$ cat src/rtl/tmr_pkg.sv
package tmr_pkg;

    localparam int BYTE_W     = 8;
    localparam int BIT_RUN    = 0;
    localparam int BIT_IEN    = 1;
    localparam int BIT_LMODE  = 2;
    localparam int BIT_LFLAG  = 6;
    localparam int BIT_OFLAG  = 7;

    typedef struct packed {
        logic lmode;
        logic ien;
        logic run;
    } ctrl_t;

    typedef struct packed {
        logic ovf;
        logic lwrap;
    } flags_t;

    typedef enum logic [1:0] {
        SEL_NONE,
        SEL_COUNT,
        SEL_RELOAD,
        SEL_CTRL
    } sel_kind_e;

    typedef struct packed {
        sel_kind_e  kind;
        logic [3:0] idx;
    } reg_sel_t;

    function automatic reg_sel_t decode_addr(input int unsigned a, input int unsigned nbytes);
        reg_sel_t s;
        s.kind = SEL_NONE;
        s.idx  = '0;
        if (a < nbytes) begin
            s.kind = SEL_COUNT;
            s.idx  = 4'(a);
        end else if (a < 2 * nbytes) begin
            s.kind = SEL_RELOAD;
            s.idx  = 4'(a - nbytes);
        end else if (a == 2 * nbytes) begin
            s.kind = SEL_CTRL;
        end
        return s;
    endfunction

    function automatic logic [BYTE_W-1:0] pack_ctrl(input ctrl_t c, input flags_t f);
        logic [BYTE_W-1:0] v;
        v            = '0;
        v[BIT_RUN]   = c.run;
        v[BIT_IEN]   = c.ien;
        v[BIT_LMODE] = c.lmode;
        v[BIT_LFLAG] = f.lwrap;
        v[BIT_OFLAG] = f.ovf;
        return v;
    endfunction

endpackage

$ cat src/rtl/tmr_prescaler.sv
module tmr_prescaler #(
    parameter int DIV = 12,
    localparam int PW = (DIV > 2) ? $clog2(DIV) : 1
) (
    input  logic          clk,
    input  logic          rst,
    input  logic          run,
    output logic          tick,
    output logic [PW-1:0] phase
);
    localparam logic [PW-1:0] TERM = PW'(DIV - 1);

    logic [PW-1:0] phase_q;

    always_ff @(posedge clk) begin
        if (rst || !run) begin
            phase_q <= '0;
        end else if (phase_q == TERM) begin
            phase_q <= '0;
        end else begin
            phase_q <= phase_q + 1'b1;
        end
    end

    assign tick  = run && (phase_q == TERM);
    assign phase = phase_q;
endmodule

$ cat src/rtl/tmr_counter.sv
module tmr_counter #(
    parameter int CNT_W  = 16,
    parameter int BYTE_W = 8,
    localparam int NB    = CNT_W / BYTE_W
) (
    input  logic              clk,
    input  logic              rst,
    input  logic              tick,
    input  logic [NB-1:0]     cnt_we,
    input  logic [NB-1:0]     rld_we,
    input  logic [BYTE_W-1:0] wdata,
    output logic [CNT_W-1:0]  cnt,
    output logic [CNT_W-1:0]  rld,
    output logic              ovf_evt,
    output logic              lwrap_evt
);
    logic [CNT_W-1:0] cnt_q, cnt_d, rld_q;
    logic             sw_write, step;

    assign sw_write = |cnt_we;
    assign step     = tick && !sw_write;

    for (genvar b = 0; b < NB; b++) begin : g_rld
        always_ff @(posedge clk) begin
            if (rst) begin
                rld_q[b*BYTE_W +: BYTE_W] <= '0;
            end else if (rld_we[b]) begin
                rld_q[b*BYTE_W +: BYTE_W] <= wdata;
            end
        end
    end

    always_comb begin
        cnt_d = cnt_q;
        if (sw_write) begin
            for (int b = 0; b < NB; b++) begin
                if (cnt_we[b]) cnt_d[b*BYTE_W +: BYTE_W] = wdata;
            end
        end else if (tick) begin
            cnt_d = (cnt_q == '1) ? rld_q : cnt_q + 1'b1;
        end
    end

    always_ff @(posedge clk) begin
        if (rst) cnt_q <= '0;
        else     cnt_q <= cnt_d;
    end

    assign ovf_evt   = step && (cnt_q == '1);
    assign lwrap_evt = step && (cnt_q[BYTE_W-1:0] == '1);
    assign cnt       = cnt_q;
    assign rld       = rld_q;
endmodule

$ cat src/rtl/tmr_ctrl.sv
module tmr_ctrl
    import tmr_pkg::*;
(
    input  logic              clk,
    input  logic              rst,
    input  logic              ctrl_we,
    input  logic [BYTE_W-1:0] wdata,
    input  logic              ovf_evt,
    input  logic              lwrap_evt,
    input  logic              borrow,
    output ctrl_t             ctrl,
    output flags_t            flags,
    output logic              irq
);
    ctrl_t  ctrl_q;
    flags_t flags_q;
    logic   lwrap_set;

    assign lwrap_set = lwrap_evt && ctrl_q.lmode;

    always_ff @(posedge clk) begin
        if (rst) begin
            ctrl_q <= '{lmode: 1'b0, ien: 1'b0, run: 1'b1};
        end else if (ctrl_we) begin
            ctrl_q.run   <= wdata[BIT_RUN];
            ctrl_q.ien   <= wdata[BIT_IEN];
            ctrl_q.lmode <= wdata[BIT_LMODE];
        end
    end

    always_ff @(posedge clk) begin
        if (rst) begin
            flags_q <= '0;
        end else begin
            if (ovf_evt)                             flags_q.ovf <= 1'b1;
            else if (ctrl_we && !wdata[BIT_OFLAG])   flags_q.ovf <= 1'b0;
            if (lwrap_set)                           flags_q.lwrap <= 1'b1;
            else if (ctrl_we && !wdata[BIT_LFLAG])   flags_q.lwrap <= 1'b0;
        end
    end

    assign irq   = ctrl_q.ien && !borrow &&
                   (flags_q.ovf || (flags_q.lwrap && ctrl_q.lmode));
    assign ctrl  = ctrl_q;
    assign flags = flags_q;
endmodule

$ cat src/rtl/reload_timer16.sv
module reload_timer16
    import tmr_pkg::*;
#(
    parameter int CNT_W  = 16,
    parameter int DIV    = 12,
    parameter int ADDR_W = 3
) (
    input  logic              clk,
    input  logic              rst,
    input  logic [ADDR_W-1:0] bus_addr,
    input  logic              bus_wr,
    input  logic [7:0]        bus_wdata,
    output logic [7:0]        bus_rdata,
    input  logic              timeout_borrow,
    output logic              irq
);
    localparam int NB = CNT_W / BYTE_W;
    localparam int PW = (DIV > 2) ? $clog2(DIV) : 1;

    reg_sel_t         sel;
    logic [NB-1:0]    cnt_we, rld_we;
    logic             ctrl_we, tick, ovf_evt, lwrap_evt;
    logic [PW-1:0]    phase;
    logic [CNT_W-1:0] cnt, rld;
    ctrl_t            ctrl;
    flags_t           flags;

    assign sel     = decode_addr(32'(bus_addr), NB);
    assign ctrl_we = bus_wr && (sel.kind == SEL_CTRL);

    for (genvar b = 0; b < NB; b++) begin : g_we
        assign cnt_we[b] = bus_wr && !timeout_borrow &&
                           (sel.kind == SEL_COUNT) && (sel.idx == 4'(b));
        assign rld_we[b] = bus_wr && !timeout_borrow &&
                           (sel.kind == SEL_RELOAD) && (sel.idx == 4'(b));
    end

    tmr_prescaler #(.DIV(DIV)) u_pre (
        .clk   (clk),
        .rst   (rst),
        .run   (ctrl.run),
        .tick  (tick),
        .phase (phase)
    );

    tmr_counter #(.CNT_W(CNT_W), .BYTE_W(BYTE_W)) u_cnt (
        .clk       (clk),
        .rst       (rst),
        .tick      (tick),
        .cnt_we    (cnt_we),
        .rld_we    (rld_we),
        .wdata     (bus_wdata),
        .cnt       (cnt),
        .rld       (rld),
        .ovf_evt   (ovf_evt),
        .lwrap_evt (lwrap_evt)
    );

    tmr_ctrl u_ctrl (
        .clk       (clk),
        .rst       (rst),
        .ctrl_we   (ctrl_we),
        .wdata     (bus_wdata),
        .ovf_evt   (ovf_evt),
        .lwrap_evt (lwrap_evt),
        .borrow    (timeout_borrow),
        .ctrl      (ctrl),
        .flags     (flags),
        .irq       (irq)
    );

    always_comb begin
        bus_rdata = '0;
        case (sel.kind)
            SEL_COUNT: begin
                for (int b = 0; b < NB; b++)
                    if (sel.idx == 4'(b)) bus_rdata = cnt[b*BYTE_W +: BYTE_W];
            end
            SEL_RELOAD: begin
                for (int b = 0; b < NB; b++)
                    if (sel.idx == 4'(b)) bus_rdata = rld[b*BYTE_W +: BYTE_W];
            end
            SEL_CTRL: bus_rdata = pack_ctrl(ctrl, flags);
            default:  bus_rdata = '0;
        endcase
    end
endmodule

$ cat config.mk
export PLATFORM = sky130hd
export DESIGN_NAME = reload_timer16
export DESIGN_NICKNAME = d
export VERILOG_FILES = /design/src/rtl/tmr_pkg.sv /design/src/rtl/tmr_prescaler.sv /design/src/rtl/tmr_counter.sv /design/src/rtl/tmr_ctrl.sv /design/src/rtl/reload_timer16.sv
export SDC_FILE = /design/constraint.sdc
export NUM_CORES = 1
export LEC_CHECK = 0
export ABC_AREA = 1
export BUFFER_PORTS_ARGS = -buffer_cell sky130_fd_sc_hd__buf_2
export CORE_ASPECT_RATIO = 0.7
export CORE_MARGIN = 3
export CORE_UTILIZATION = 40
export DETAILED_ROUTE_END_ITERATION = 7
export PLACE_DENSITY = 0.68
export SETUP_SLACK_MARGIN = 0.05
export SLEW_MARGIN = 0
export SYNTH_ARGS = -nofsm -noshare
export SYNTH_HDL_FRONTEND = slang
export SYNTH_SLANG_ARGS = --single-unit
$ cat constraint.sdc
create_clock -name clk -period 1.4 [get_ports clk]
set_input_delay 0.28 -clock clk [delete_from_list [all_inputs] [get_ports clk]]
set_output_delay 0.28 -clock clk [all_outputs]
set_load 0.01 [all_outputs]
# == After elaboration in Yosys (flattened, before gate mapping) ==
# Index checks and enable logic that the tools add are counted.
# totals
word_cells,76
ff_bits,41
output_inout_bits,9
in_bits,15
# classes
addsub,3
eq_ne,10
muxes,18
n_reduce_logical,33
order_cmp,2
# ops
operator,n
16-bit 2-to-1 mux,3
8-bit 2-to-1 mux,6
8-bit case mux with 3 select lines,1
1-bit logical AND,18
16-bit by 1-bit adder with 16-bit output (second input constant),1
16-bit == test (second input constant),1
8-bit == test (second input constant),1
6-bit 2-to-1 mux,1
2-bit nonzero test,3
1-bit logical NOT,5
4-bit by 1-bit adder with 4-bit output (second input constant),1
2-bit == test (second input constant),2
4-bit by 1-bit == test with 1-bit output (second input constant),1
4-bit == test (second input constant),1
4-bit logical NOT,1
1-bit 2-to-1 mux,4
2-bit 2-to-1 mux,2
4-bit 2-to-1 mux,1
2-bit != test (second input constant),2
2-bit AND reduction,2
2-bit OR reduction,2
3-bit by 2-bit subtractor with 4-bit output (second input constant),1
3-bit == test (second input constant),1
3-bit by 2-bit less-than comparator with 1-bit output (second input constant),1
3 further kinds,4

# == Logic depth before layout (Yosys ltp) ==
# depth
word_depth,13
depth_mapped,10
mapped_depth_nobuf,10

# == Cells and area by module ==
# From an unflattened synthesis, not the netlist that was laid out.
# unflattened
cells_unflattened,434
hier_area_um2,2747.6
# modules_own_cells
mod,n_inst,cells_each,area_each_um2,seq_area_each_um2
tmr_counter,1,287,1903.1,640.6
reload_timer16,1,96,460.4,0.0
tmr_ctrl,1,30,201.4,100.1
tmr_prescaler,1,21,182.7,80.1

# == Worst setup path before layout ==
# Ideal clock, no wire load.
# synth_timing
path_type,input to output
startpoint,input port bus_addr[0]
endpoint,output port bus_rdata[1]
arrival_time_ps,1238
path_slack_ps,-118
path_buffers,2
cell_stages,7
t_required_ps,1120
cell_sequence,buf_4 -> inv_2 -> nor2_2 -> inv_1 -> clkbuf_1 -> o21ai_0 -> o221ai_1
# synth_between
elab_chain_cells,7
word_cells_on_any_way,18
cone_classes,add/sub (1); order compare (2); eq/ne (5); mux (9); reduce/logical (1)
# synth_rtl
element,line,source
from (decl),reload_timer16.sv:10,"input logic [ADDR_W-1:0] bus_addr,"
3-bit by 2-bit subtractor with 4-bit output / 3-bit less-than comparator (equally long branches),"tmr_pkg.sv:42, tmr_pkg.sv:40",
4-bit 2-to-1 mux,tmr_pkg.sv:40,end else if (a < 2 * nbytes) begin
6-bit 2-to-1 mux (*),tmr_pkg.sv:37,if (a < nbytes) begin
4-bit logical NOT,"reload_timer16.sv:77, reload_timer16.sv:81",
8-bit 2-to-1 mux (on tied branches) (2 in series),"reload_timer16.sv:81, reload_timer16.sv:77",
8-bit case mux with 3 select lines (*),reload_timer16.sv:74,case (sel.kind)
to (decl),reload_timer16.sv:13,"output logic [7:0] bus_rdata,"
# Mark *: on every way between the ends. The rest lies on a longest branch, timed or not.

# == Final worst setup path ==
# layout_timing
startpoint,"register u_cnt.cnt_q[0], in the netlist u_cnt.cnt[0]"
endpoint,"register u_cnt.cnt_q[5], in the netlist u_cnt.cnt[5]"
# layout_between
elab_chain_cells,4
word_cells_on_any_way,5
cone_classes,add/sub (1); eq/ne (1); mux (3)
# layout_rtl
element,line,source
from (decl),tmr_counter.sv:17,"logic [CNT_W-1:0] cnt_q, cnt_d, rld_q;"
from (signal assigned),tmr_counter.sv:46,else cnt_q <= cnt_d;
16-bit by 1-bit adder with 16-bit output / 16-bit == test (equally long branches),tmr_counter.sv:40,cnt_d = (cnt_q == '1) ? rld_q : cnt_q + 1'b1;
16-bit 2-to-1 mux (*),tmr_counter.sv:40,
16-bit 2-to-1 mux (*),tmr_counter.sv:39,end else if (tick) begin
16-bit 2-to-1 mux (*),tmr_counter.sv:35,if (sw_write) begin
# Mark *: on every way between the ends. The rest lies on a longest branch, timed or not. The select of a mux whose other input is x is not followed.
# A chain may end at the register's enable or synchronous reset.

==> impl_metrics.csv <==
group,metric,value,unit
global_routing,grt_usage,26.6,%
drt,ant_nets,0,
timing,max_slew_margin,80.0,%
power,p_int,1.96,mW
synthesis,yosysWarnings,0,
setup_path,startpoint,"u_cnt.cnt[0]",
outcome,violations,"negative setup slack",
power,pwr-share-comb,16.6,%
drt,routed-wl-met2,4720,um
drt,detail_route.wl_per_cell,18.3,um
timing,setup_viol,24,
global_routing,antenna_found_initial,0,
setup_path,cp_data_arrival_time,1760,ps
floorplanning,core,5930,um^2
clocking,cts_tree,"built",
setup_path,crit_path_start_kind,"flip-flop",
synthesis,synthArstFlopShare,0,%
final_layout,layout_common_cells,"buf_4, nand2_1, a21oi_1, inv_1, o21ai_0",
synthesis,ys_ff_latch,41,
clocking,cts.sinks,41,
clocking,cts_hold_buffers,0,
synthesis,synthCells,392,
setup_path,r2r_setup_slack,-160,ps
placement,portBuffers,23,
timing,hold_viol,0,
final_layout,nets,516,
timing,period_share,112,%
final_layout,n_antenna_cell,0,
timing,timing.setup.tns,-2140,ps
power,clockPowerShare,38.6,%
final_layout,area_growth,58.8,%
timing,grt_setup_unrepaired,"true",
clocking,cts-root-buf,"clkbuf_8",
power,power.density,678,nW/um^2
power,leakage,1.76,nW
drt,viasPerCell,5.81,
timing,finalClockSkew,5.51,ps
final_layout,final_common_cell,"buf_4",
power,switching_power,769,uW
min_path,hold_start,"rst",
timing,min_period,1560,ps
global_routing,grt_max_degree,25,
power,irDropWorstVdd,0.000484,V
floorplanning,ios,24,
synthesis,synthFlopType,"dfxtp_1",
synthesis,synth.distinct_cells,34,
clocking,cts_made_buffers,5,
drt,first_iter_violations,327,
clocking,clock_path_buffers,2,
placement,place.gp.congestion,0.919,
drt,num_vias,3340,
timing,fmax,640,MHz
global_routing,grt_pass1_vias,2985,
setup_path,worst_setup_path_end_kind,"flip-flop",
placement,dp_slack,-196,ps
job,drv_cap,0,
outcome,status,"finished, violations left",
final_layout,layoutNonFillerInstCount,575,
drt,wl,10500,um
synthesis,syn-cell-area,2540,um^2
setup_path,r2r_start,"u_cnt.cnt[0]",
setup_path,path_class,"reg2reg",
placement,dp_hpwl,6720,um
global_routing,grt_pass1_wl,15000,um
timing,worstMarginPinSlew,298,ps
synthesis,syn_area_per_cell,6.48,um^2
drt,detailroute.wirelength.met3,1060,um
final_layout,finalCoreUtilization,68.0,%
synthesis,synth_nets,409,
power,switching_share,28.1,%
setup_path,path_max_fanout,7,
floorplanning,start_util,42.8,%
min_path,min_path_type,"in2reg",
clocking,cts.htree.levels,2,
drt,met1Wirelength,4420,um
placement,dpl.cell_count,536,
synthesis,yosysSeqAreaShare,32.3,%
global_routing,grt.overflow.total,0,
drt,highest_layer,"met4",
setup_path,worstPathRequired,1600,ps
floorplanning,dieArea,7360,um^2
synthesis,synth_edf_count,0,
floorplanning,die_h,72.7,um
clocking,clk_latency,310,ps
timing,layout_setup_ws,-163,ps
power,share_seq_of_total_power,44.8,%
floorplanning,fp-row-count,23,
clocking,clk_pin_slew,90,ps
drt,drc,0,
drt,drt_first_pass_iters,5,
timing,slew_viol_final,0,
floorplanning,die_x,101,um
power,power,2.73,mW
final_layout,final_layout_size_suffix_gt1_share,49.4,%
## final timing paths
check                                endpoint  cells past startpoint
worst max-delay path             u_cnt.cnt[5]                      8
worst min-delay path            u_cnt.cnt[12]                      2
worst max register to register   u_cnt.cnt[5]                      8
worst min register to register  u_cnt.rld[13]                      2
## Yosys cell counts (2+ instances only)
| cell type | instances | area, um^2 |
|---|---|---|
| o221ai_1 | 2 | 17.5 |
| o21ai_1 | 6 | 30.0 |
| nand3_1 | 31 | 155 |
| nand4_1 | 6 | 37.5 |
| nand2_2 | 6 | 37.5 |
| a21oi_1 | 60 | 300 |
| buf_2 | 3 | 15.0 |
| inv_1 | 47 | 176 |
| inv_2 | 3 | 11.3 |
| nor2_2 | 6 | 37.5 |
| o21ai_0 | 47 | 235 |
| xor2_1 | 5 | 43.8 |
| dfxtp_1 | 41 | 821 |
| nor2_1 | 32 | 120 |
| or2_2 | 2 | 12.5 |
| nor3_1 | 3 | 15.0 |
| nand2_1 | 69 | 259 |
| ha_1 | 2 | 25.0 |
| clkbuf_1 | 6 | 22.5 |
## power groups by stage
stage | logic [mW] | registers (mW) | clock network [mW]
global placement | 0.332 | 1.24 | 0
finish | 0.454 | 1.22 | 1.05
global route | 0.486 | 1.23 | 1.10
floorplan | 0.176 | 1.24 | 0
CTS | 0.401 | 1.22 | 1.04
detailed placement | 0.339 | 1.24 | 0
## per-layer routing
layer	track usage (%)	vias to the layer above
li1	-	1526
met1	38.6	1564
met2	38.4	209
met3	6.49	41
met4	9.14	0
met5	0	-
## state kept, by name, summed over array words and instances (netlist names)
register      flops
u_pre.phase       4
u_cnt.cnt        16
u_ctrl.ctrl       3
u_ctrl.flags      2
u_cnt.rld        16
## critical path: stages (launching register included)
cell and delay (ps):
dfxtp_4 370, ha_4 170, nand2_4 70, nor2_8 150, nand4_4 230, clkinv_4 170
nand2_1 120, nand3_2 110, a21oi_2 60
## layout make-up
type	instances	area, um^2
Inverter	51	224
Tap cell	75	93.8
Fill cell	472	1900
Multi-Input combinational cell	289	1880
Clock buffer	6	82.6
Sequential cell	41	847
Clock inverter	2	37.5
Timing Repair Buffer	111	871
## kinds of logic (layout without fill, tap and decap cells)
group | Yosys count | in the layout | synth area share (%)
simple gates | 163 | 164 | 30.7
compound gates | 117 | 117 | 23.9
xor+xnor | 6 | 6 | 2.07
flops | 41 | 41 | 32.3
buf+inv | 63 | 170 | 10.0
fa+ha+maj | 2 | 2 | 0.985
## stage by stage
stage	area [um^2]	hold slack, ps
floorplan	2570	418
global placement	3150	463
detailed placement	3150	468
CTS	3750	270
global route	4030	273
finish	4030	265
## repair_timing
action,in CTS,in global routing
gates resized for setup,106,60
endpoints found under the setup margin,26,27
cloned,1,0
pin swaps,27,31
setup buffers,21,9
(Power assumes the default switching activity.)
